--- config.mk ---
export PLATFORM = sky130hd
export DESIGN_NAME = disp_stream_decoder
export DESIGN_NICKNAME = d
export VERILOG_FILES = /design/src/rtl/dspd_pkg.sv /design/src/rtl/dspd_prefix.sv /design/src/rtl/dspd_ctrl.sv /design/src/rtl/dspd_accum.sv /design/src/rtl/dspd_sext.sv /design/src/rtl/disp_stream_decoder.sv
export SDC_FILE = /design/constraint.sdc
export NUM_CORES = 1
export LEC_CHECK = 0
export ABC_CLOCK_PERIOD_IN_PS = 5500
export BUFFER_PORTS_ARGS = -buffer_cell sky130_fd_sc_hd__buf_2
export CAP_MARGIN = 20
export CORE_MARGIN = 2
export CORE_UTILIZATION = 55
export CTS_CLUSTER_SIZE = 30
export DETAILED_ROUTE_END_ITERATION = 7
export PLACE_DENSITY = 0.86
export REMOVE_ABC_BUFFERS = 1
export SKIP_LAST_GASP = 1
export SLEW_MARGIN = 15
export SYNTH_ARGS = -nofsm -noshare
export SYNTH_HDL_FRONTEND = slang
export SYNTH_SLANG_ARGS = --single-unit
--- constraint.sdc ---
create_clock -name clk -period 5.5 [get_ports clk]
set_input_delay 1.1 -clock clk [delete_from_list [all_inputs] [get_ports clk]]
set_output_delay 1.1 -clock clk [all_outputs]
set_load 0.02 [all_outputs]
--- src/rtl/dspd_pkg.sv ---
package dspd_pkg;

    localparam int unsigned BYTE_BITS       = 8;
    localparam int unsigned WORD_BITS       = 32;
    localparam int unsigned MAX_FIELD_BYTES = 4;
    localparam int unsigned NUM_FORMS       = 3;

    typedef enum logic [1:0] {
        ST_IDLE    = 2'd0,
        ST_COLLECT = 2'd1,
        ST_DONE    = 2'd2
    } dspd_state_e;

    // Form index f: 0 -> one byte, 1 -> two bytes, 2 -> four bytes
    function automatic int unsigned form_bytes(input int unsigned f);
        return 32'd1 << f;
    endfunction

    function automatic int unsigned form_prefix(input int unsigned f);
        return (f == 0) ? 1 : 2;
    endfunction

    function automatic int unsigned form_payload(input int unsigned f, input int unsigned bw);
        return form_bytes(f) * bw - form_prefix(f);
    endfunction

endpackage

--- src/rtl/dspd_prefix.sv ---
module dspd_prefix #(
    parameter int unsigned BYTE_W = 8,
    parameter int unsigned CNT_W  = 3
) (
    input  logic [BYTE_W-1:0] lead,
    output logic [CNT_W-1:0]  lead_len
);
    always_comb begin
        if (!lead[BYTE_W-1])      lead_len = CNT_W'(1);
        else if (!lead[BYTE_W-2]) lead_len = CNT_W'(2);
        else                      lead_len = CNT_W'(4);
    end
endmodule

--- src/rtl/dspd_ctrl.sv ---
module dspd_ctrl
    import dspd_pkg::*;
#(
    parameter int unsigned CNT_W = 3
) (
    input  logic             clk,
    input  logic             rst,
    input  logic             in_valid,
    input  logic [CNT_W-1:0] lead_len,
    output logic             in_ready,
    output logic             take,
    output logic             first,
    output logic             done
);
    dspd_state_e      state_q, state_d;
    logic [CNT_W-1:0] rem_q, rem_d;

    assign in_ready = (state_q != ST_DONE);
    assign take     = in_valid & in_ready;
    assign first    = (state_q == ST_IDLE);
    assign done     = (state_q == ST_DONE);

    always_comb begin
        state_d = state_q;
        rem_d   = rem_q;
        unique case (state_q)
            ST_IDLE: begin
                if (take) begin
                    if (lead_len == CNT_W'(1)) begin
                        state_d = ST_DONE;
                        rem_d   = '0;
                    end else begin
                        state_d = ST_COLLECT;
                        rem_d   = lead_len - CNT_W'(1);
                    end
                end
            end
            ST_COLLECT: begin
                if (take) begin
                    if (rem_q == CNT_W'(1)) begin
                        state_d = ST_DONE;
                        rem_d   = '0;
                    end else begin
                        rem_d = rem_q - CNT_W'(1);
                    end
                end
            end
            ST_DONE: state_d = ST_IDLE;
            default: state_d = ST_IDLE;
        endcase
    end

    always_ff @(posedge clk) begin
        if (rst) begin
            state_q <= ST_IDLE;
            rem_q   <= '0;
        end else begin
            state_q <= state_d;
            rem_q   <= rem_d;
        end
    end
endmodule

--- src/rtl/dspd_accum.sv ---
module dspd_accum #(
    parameter int unsigned BYTE_W = 8,
    parameter int unsigned OUT_W  = 32,
    parameter int unsigned CNT_W  = 3
) (
    input  logic              clk,
    input  logic              rst,
    input  logic              take,
    input  logic              first,
    input  logic [BYTE_W-1:0] in_byte,
    input  logic [CNT_W-1:0]  lead_len,
    output logic [OUT_W-1:0]  acc_q,
    output logic [CNT_W-1:0]  len_q
);
    always_ff @(posedge clk) begin
        if (rst) begin
            acc_q <= '0;
            len_q <= '0;
        end else if (take) begin
            if (first) begin
                acc_q <= OUT_W'(in_byte);
                len_q <= lead_len;
            end else begin
                acc_q <= {acc_q[OUT_W-BYTE_W-1:0], in_byte};
            end
        end
    end
endmodule

--- src/rtl/dspd_sext.sv ---
module dspd_sext
    import dspd_pkg::*;
#(
    parameter int unsigned BYTE_W = 8,
    parameter int unsigned OUT_W  = 32,
    parameter int unsigned CNT_W  = 3
) (
    input  logic [OUT_W-1:0] acc,
    input  logic [CNT_W-1:0] len,
    output logic [OUT_W-1:0] value
);
    logic [OUT_W-1:0] ext [NUM_FORMS];

    for (genvar g = 0; g < NUM_FORMS; g++) begin : g_form
        localparam int unsigned PW = form_payload(g, BYTE_W);
        assign ext[g] = {{(OUT_W-PW){acc[PW-1]}}, acc[PW-1:0]};
    end

    always_comb begin
        unique case (len)
            CNT_W'(1): value = ext[0];
            CNT_W'(2): value = ext[1];
            default:   value = ext[2];
        endcase
    end
endmodule

--- src/rtl/disp_stream_decoder.sv ---
module disp_stream_decoder
    import dspd_pkg::*;
#(
    parameter  int unsigned BYTE_W = BYTE_BITS,
    parameter  int unsigned OUT_W  = WORD_BITS,
    localparam int unsigned CNT_W  = $clog2(MAX_FIELD_BYTES + 1)
) (
    input  logic              clk,
    input  logic              rst,
    input  logic              in_valid,
    input  logic [BYTE_W-1:0] in_byte,
    output logic              in_ready,
    output logic              disp_done,
    output logic [OUT_W-1:0]  disp_value,
    output logic [CNT_W-1:0]  disp_len
);
    logic [CNT_W-1:0] lead_len;
    logic             take, first, done;
    logic [OUT_W-1:0] acc_q, ext_value;
    logic [CNT_W-1:0] len_q;

    dspd_prefix #(.BYTE_W(BYTE_W), .CNT_W(CNT_W)) u_prefix (
        .lead     (in_byte),
        .lead_len (lead_len)
    );

    dspd_ctrl #(.CNT_W(CNT_W)) u_ctrl (
        .clk      (clk),
        .rst      (rst),
        .in_valid (in_valid),
        .lead_len (lead_len),
        .in_ready (in_ready),
        .take     (take),
        .first    (first),
        .done     (done)
    );

    dspd_accum #(.BYTE_W(BYTE_W), .OUT_W(OUT_W), .CNT_W(CNT_W)) u_accum (
        .clk      (clk),
        .rst      (rst),
        .take     (take),
        .first    (first),
        .in_byte  (in_byte),
        .lead_len (lead_len),
        .acc_q    (acc_q),
        .len_q    (len_q)
    );

    dspd_sext #(.BYTE_W(BYTE_W), .OUT_W(OUT_W), .CNT_W(CNT_W)) u_sext (
        .acc   (acc_q),
        .len   (len_q),
        .value (ext_value)
    );

    assign disp_done  = done;
    assign disp_value = done ? ext_value : '0;
    assign disp_len   = done ? len_q : '0;
endmodule

==> metrics.md, run 1 <==
| Metric | Value |
|---|---|
| Outcome | `completed` |
| Final Max Tran Viols | `0` |
| Max VDD drop | `between 0.00015 and 0.0002 V` |
| Synth top cells by count | `a21oi_1 (43), dfxtp_1 (38), o21ai_1 (33), nand2_1 (29), clkbuf_1 (18)` |
| Total iterations of the first detailed-routing run | `4` |
| Die height | `a little over 60 um` |
| CP Buf/Inv Count | `2` |
| Crit path required time | `roughly 4400 ps` |
| Post-layout util | `0.661` |
| Worst-Skew Late Latency | `approximately 340 ps` |
| Worst EP arrival | `roughly 2800 ps` |
| Setup repair bufs after CTS | `0` |
| Die area | `between 3000 and 4000 um2` |
| Chip width | `between 60 and 70 um` |
| Setup CP Type | `reg -> out` |
| Wire per inst | `about 12 um` |
| Ys Warns | `0` |
| Slowest Stage Delay on Critical Path | `around 600 ps` |
| Hold Fails Final Rpt | `0` |
| Clk pin slew, worst setup/hold paths | `approximately 110 ps` |
| DP Area | `between 1500 and 2000 um2` |
| Register area | `around 760 um2` |
| #FFs+latches synth | `38` |
| Layout Cells excl Fill | `between 300 and 400` |
| FFs w/ async S/R, synth | `0` |
| Post-Synth Simple-Gate Area | `0.183` |
| Max Fclk | `~260 MHz` |
| FF-to-FF setup slack | `3570 ps` |
| Rel. slew slack | `0.330` |
| RSZ-0062 raised after global routing | `false` |
| Clock tree buffer depth | `2` |
| H-Tree Depth | `2` |
| Top-count cell post-synth | `a21oi_1` |
| Crit path cell chain | `nand2b_1 -> inv_2 -> o211a_1 -> o21a_1 -> buf_2` |
| Area fraction in compound gates after synthesis | `0.305` |
| Post_cts resized | `0` |
| Clk_skew | `around 6.6 ps` |
| Final net count | `between 200 and 300` |
| Max Cap Viol | `0` |
| Final min period | `around 3900 ps` |
| Power per Cell Area | `244 nW/um2` |
| Core ar. | `between 3000 and 4000 um2` |
| Largest family of logic cells by synthesized area | `compound AO/OA/AOI/OAI gates` |
| Main synth FF type | `dfxtp_1` |
| First DRT Iteration DRCs | `99` |
| Worst-margin pin slew | `approximately 1000 ps` |
| Via count | `about 1.7k` |
| HPWL Detailed | `about 2500 um` |
| Fin Setup TNS | `0 ps` |
| DR vias/cell | `between 5 and 6` |
| Tcrit/Tclk final | `0.703` |
| IO buf count | `47` |
| Largest area contributor in the netlist | `dfxtp_1` |
| Crit path launch type | `flop` |
| Post-Synth Adder-Cell Area | `0.0137` |
| Critical-path top delay cell | `inv_2` |
| P_leak | `about 0.84 nW` |
| Drt total wl | `3770 um` |
| P&R area growth vs syn | `12.2%` |
| First-pass GRT wire length | `between 5000 and 6000 um` |
| GRT overflow | `0` |
| Final Setup Violations | `0` |
| Synth top area cells | `dfxtp_1 (42%), a21oi_1 (12%), o21ai_1 (9.0%), o21a_1 (7.0%), nand2_1 (6.0%)` |
| Hold WC Path Type | `reg -> reg` |
| Worst path top cell family by delay | `compound AO/OA/AOI/OAI gates` |
| Seq/Total Area, Yosys | `0.416` |
| Vias in the first global route | `approximately 1.3k` |
| Yosys cell types | `32` |
| Largest net degree at the start of global routing | `between 40 and 50` |
| Post-Synth XOR/XNOR Area | `0.00479` |
| Post-Syn Area per Cell | `between 7 and 8 um2` |
| Post-Place Cells | `between 300 and 400` |
| I/O pin cnt | `48` |
| Number of hold buffers added after cts | `0` |
| Multiplexer share of the synthesized area | `0` |
| CTS tree | `built` |
| # diodes | `0` |
| Final Cell Area | `about 2000 um2` |
| Root buffer cell | `clkbuf_4` |
| Layout cells sized above 1 | `0.207` |
| Clock sinks | `38` |
| Top cell type's share of synthesized area | `0.416` |
| FILL cells | `just over 300` |
| RD Place Congestion | `about 0.77` |
| R2R depth | `4` |
| Number of synthesized flops with an enable pin | `0` |
| Highest fanout seen on the critical path | `42` |
| Hold path depth | `2` |
| DRC | `0` |
| CTS buffer count | `5` |
| Cell depth of the worst setup path | `5` |
| Multi-input gate area | `slightly above 900 um2` |
| Starting density of the core | `0.590` |
| GRT Resource Usage Total | `0.210` |
| Final total power | `approximately 0.5 mW` |
| Worst Setup End Kind | `primary output` |
| Antenna violations before repair | `0` |
| Post-synthesis cell count | `~240` |
| Row Count | `20` |
| Post-synthesis cell area | `1830 um2` |
| Post-detailed-route count of antenna-violating nets | `0` |
==> routing by layer <==
| layer | wire length (um) | GRT usage | up-vias |
|---|---|---|---|
| met4 | 55 | 0.0729 | 0 |
| li1 | - | - | 875 |
| met3 | 236 | 0.0672 | 7 |
| met2 | 1700 | 0.329 | 50 |
| met1 | 1780 | 0.272 | 740 |
| met5 | 0 | 0 | - |
==> state kept, by name, summed over array words and instances, names as in the netlist <==
signal and cells:
u_ctrl.state_q 2, u_accum.len_q 3, u_accum.acc_q 30, u_ctrl.rem_q 3
==> path summary, 6_finish.rpt <==
| check | start | end |
|---|---|---|
| max | u_ctrl.state_q[0]$_SDFFE_PP0P_ | disp_value[30] |
| min | u_accum.acc_q[21]$_SDFFE_PP0P_ | u_accum.acc_q[29]$_SDFFE_PP0P_ |
| max reg2reg | u_ctrl.state_q[0]$_SDFFE_PP0P_ | u_accum.acc_q[14]$_SDFFE_PP0P_ |
| min reg2reg | u_accum.acc_q[21]$_SDFFE_PP0P_ | u_accum.acc_q[29]$_SDFFE_PP0P_ |
==> worst min-delay path, cell delays in order, from the launching register on <==
cell     delay [ps]
dfxtp_1         330
nand2_1          50
a21oi_1          50
==> logic make-up after synthesis <==
group	after synthesis
AND/OR/NAND/NOR	67
flip-flops	38
XOR/XNOR	1
AO/OA/AOI/OAI	99
buffers and inverters	30
adder cells (fa/ha/maj)	2
==> power by group <==
part	leakage, nW	total (mW)	internal, mW	switching (mW)
combinational	0.491	0.0621	0.0195	0.0426
sequential	0.309	0.290	0.283	0.00713
clock	0.0353	0.149	0.0619	0.0871
==> layout by cell type, fill, tap and decap left out, types with 2 or more instances in the layout <==
master / netlist / routed
a211oi_1: 2 / 2
inv_1: 3 / 3
nand2_1: 29 / 29
a21oi_1: 43 / 43
nand2b_1: 4 / 4
clkbuf_4: 0 / 5
o21a_1: 17 / 17
nor2_1: 4 / 4
and2_1: 11 / 11
dfxtp_1: 38 / 38
nand3_1: 10 / 10
nor3b_1: 2 / 2
buf_2: 3 / 47
o21ai_1: 33 / 33
ha_1: 2 / 2
==> final cells by class <==
| class | instances | share of cell area |
|---|---|---|
| clock inverter | 1 | 0.00244 |
| inverter | 4 | 0.00732 |
| clock buffer | 7 | 0.0268 |
| sequential | 38 | 0.371 |
| tap | 44 | 0.0268 |
| timing repair buffer | 47 | 0.115 |
| multi-input combinational | 169 | 0.451 |
==> stage by stage <==
stage          setup WS [ps]  hold WS (ps)
6_report                1630           471
5_1_grt                 1400           490
4_1_cts                 1610           473
3_5_place_dp            2040           457
3_3_place_gp            2080           449
2_1_floorplan           2050           433
Note: power is estimated with default switching activity, not from simulation.
==> run 2: changes to the inputs <==
ABC_CLOCK_PERIOD_IN_PS = 4000   (was 5500)
CORE_UTILIZATION = 52   (was 55)
PLACE_DENSITY = 0.82   (was 0.86)
clock period = 4 ns   (was 5.5 ns; I/O delays follow)
==> metrics.md, run 2 (synthesis gave the netlist of run 1 again) <==
| Metric | Value |
|---|---|
| Vias in the first global route | `roughly 1.4k` |
| Chip width | `about 63 um` |
| GR met2 Demand/Resource | `0.310` |
| Final Max Tran Viols | `0` |
| Crit path required time | `~3200 ps` |
| P&R area growth vs syn | `13.1%` |
| Antenna violations before repair | `0` |
| Max Cap Viol | `0` |
| Top Registers | `u_accum.acc_q (30), u_accum.len_q (3), u_ctrl.rem_q (3)` |
| Final net count | `280` |
| Die area | `approximately 4000 um2` |
| Hold Crit Start | `u_accum.acc_q[11]$_SDFFE_PP0P_` |
| First-pass GRT wire length | `around 6700 um` |
| Hold Fails Final Rpt | `0` |
| GRT Resource Usage Total | `0.209` |
| Post-Place Cells | `slightly above 300` |
| RSZ-0062 raised after global routing | `false` |
| Clk pin slew, worst setup/hold paths | `110 ps` |
| FF-to-FF setup slack | `between 2000 and 2500 ps` |
| Clock tree buffer depth | `2` |
| Row Count | `21` |
| Drt total wl | `approximately 4000 um` |
| First DRT Iteration DRCs | `148` |
| Wire per inst | `between 10 and 15 um` |
| Most flops, register | `u_accum.acc_q` |
| Root buffer cell | `clkbuf_4` |
| Final Setup Violations | `0` |
| Layout cells sized above 1 | `0.213` |
| DR vias/cell | `5.44` |
| Post-detailed-route count of antenna-violating nets | `0` |
| Number of hold buffers added after cts | `0` |
| R2R Path End | `u_accum.acc_q[1]$_SDFFE_PP0P_` |
| Clk_skew | `9.42 ps` |
| Post_cts resized | `0` |
| Worst path top cell family by delay | `compound AO/OA/AOI/OAI gates` |
| Layout Cells excl Fill | `roughly 310` |
| Worst EP arrival | `~2200 ps` |
| Worst Setup End Kind | `primary output` |
| Tcrit/Tclk final | `0.753` |
| Max Fclk | `approximately 330 MHz` |
| R2R depth | `5` |
| GR Util met1 | `0.296` |
| Most common cell after layout, fill and taps aside | `buf_2` |
| Max reg flops | `30` |
| Fin Setup TNS | `0 ps` |
| Most frequent cells in the layout | `buf_2 (47), a21oi_1 (43), dfxtp_1 (38), o21ai_1 (33), nand2_1 (29)` |
| Met3 Use GR | `0.0554` |
| Die height | `roughly 63 um` |
| Via count | `1707` |
| Total iterations of the first detailed-routing run | `4` |
| DRC | `0` |
| Highest fanout seen on the critical path | `17` |
| Setup CP Type | `reg -> out` |
| Worst-Skew Late Latency | `between 300 and 400 ps` |
| CTS buffer count | `5` |
| Max VDD drop | `approximately 0.00022 V` |
| # diodes | `0` |
| FF-to-FF Start | `u_ctrl.state_q[0]$_SDFFE_PP0P_` |
| Setup repair bufs after CTS | `0` |
| Hold path depth | `2` |
| Rel. slew slack | `0.417` |
| Hold WC Path Type | `reg -> reg` |
| Busiest layer in global routing | `met2` |
| H-Tree Depth | `2` |
| Power per Cell Area | `~340 nW/um2` |
| CTS tree | `built` |
| Final min period | `approximately 3000 ps` |
| Slowest Stage Delay on Critical Path | `480 ps` |
| Crit path cell chain | `nand2b_1 -> inv_2 -> o211a_1 -> o21a_1 -> buf_2` |
| Starting density of the core | `0.544` |
| Critical-path top delay cell | `o211a_1` |
| Largest net degree at the start of global routing | `42` |
| Core ar. | `3360 um2` |
| Crit path launch type | `flop` |
| Outcome | `completed` |
| Clock sinks | `38` |
| IO buf count | `between 40 and 50` |
| Worst Hold End | `u_accum.acc_q[19]$_SDFFE_PP0P_` |
| RD Place Congestion | `roughly 0.76` |
| CP Buf/Inv Count | `2` |
| GRT overflow | `0` |
| I/O pin cnt | `48` |
| P_leak | `0.846 nW` |
| HPWL Detailed | `about 2600 um` |
| Worst-margin pin slew | `873 ps` |
-- run 2: cell count changes in the layout (fill, tap and decap cells not counted) --
cell   delta
buf_4     +2
-- run 2: stage by stage --
stage	cell area, um2	total power [mW]	hold WS, ps	setup WS, ps	util
5_1_grt	2070	0.732	485	712	0.615
3_5_place_dp	2000	0.495	456	1360	0.595
3_3_place_gp	2000	0.493	449	1430	0.595
6_report	2070	0.695	466	988	0.615
4_1_cts	2060	0.699	470	968	0.613
2_1_floorplan	1700	0.461	433	845	-
-- run 2: worst max path at each step --
stage,startpoint,endpoint,slack [ps],cells after the start
after floorplan,u_ctrl.state_q[0]$_SDFFE_PP0P_,disp_value[29],850,4
after detailed placement,u_ctrl.state_q[0]$_SDFFE_PP0P_,disp_value[29],1360,5
after CTS,u_ctrl.state_q[0]$_SDFFE_PP0P_,disp_value[29],970,5
after global routing,u_ctrl.state_q[0]$_SDFFE_PP0P_,disp_value[29],710,5
after global placement,u_ctrl.state_q[0]$_SDFFE_PP0P_,disp_value[29],1430,5
final,u_ctrl.state_q[0]$_SDFFE_PP0P_,disp_value[29],990,5
-- run 2: report_power, final --
group	total, mW	switching, mW	internal, mW	leakage [nW]
Combinational	0.0896	0.0606	0.0290	0.501
Clock	0.206	0.121	0.0852	0.0353
Sequential	0.399	0.0101	0.389	0.309
-- run 2: metal layers --
layer,share of wire,routed length [um]
met5,0,0
met4,0.012,48
met1,0.48,1870
met2,0.45,1790
met3,0.057,222
-- run 2: area by class of cell --
cell class	count	area (um2)
Fill cell	354	1290
Tap cell	46	57.6
Inverter	4	15.0
Clock buffer	7	55.1
Multi-Input combinational cell	169	926
Clock inverter	1	5.00
Timing Repair Buffer	49	250
Sequential cell	38	761
-- run 2: worst min-delay path, cell delays in order, from the launching register on --
cell and delay [ps]:
dfxtp_1 330, nand2_1 60, a21oi_1 50
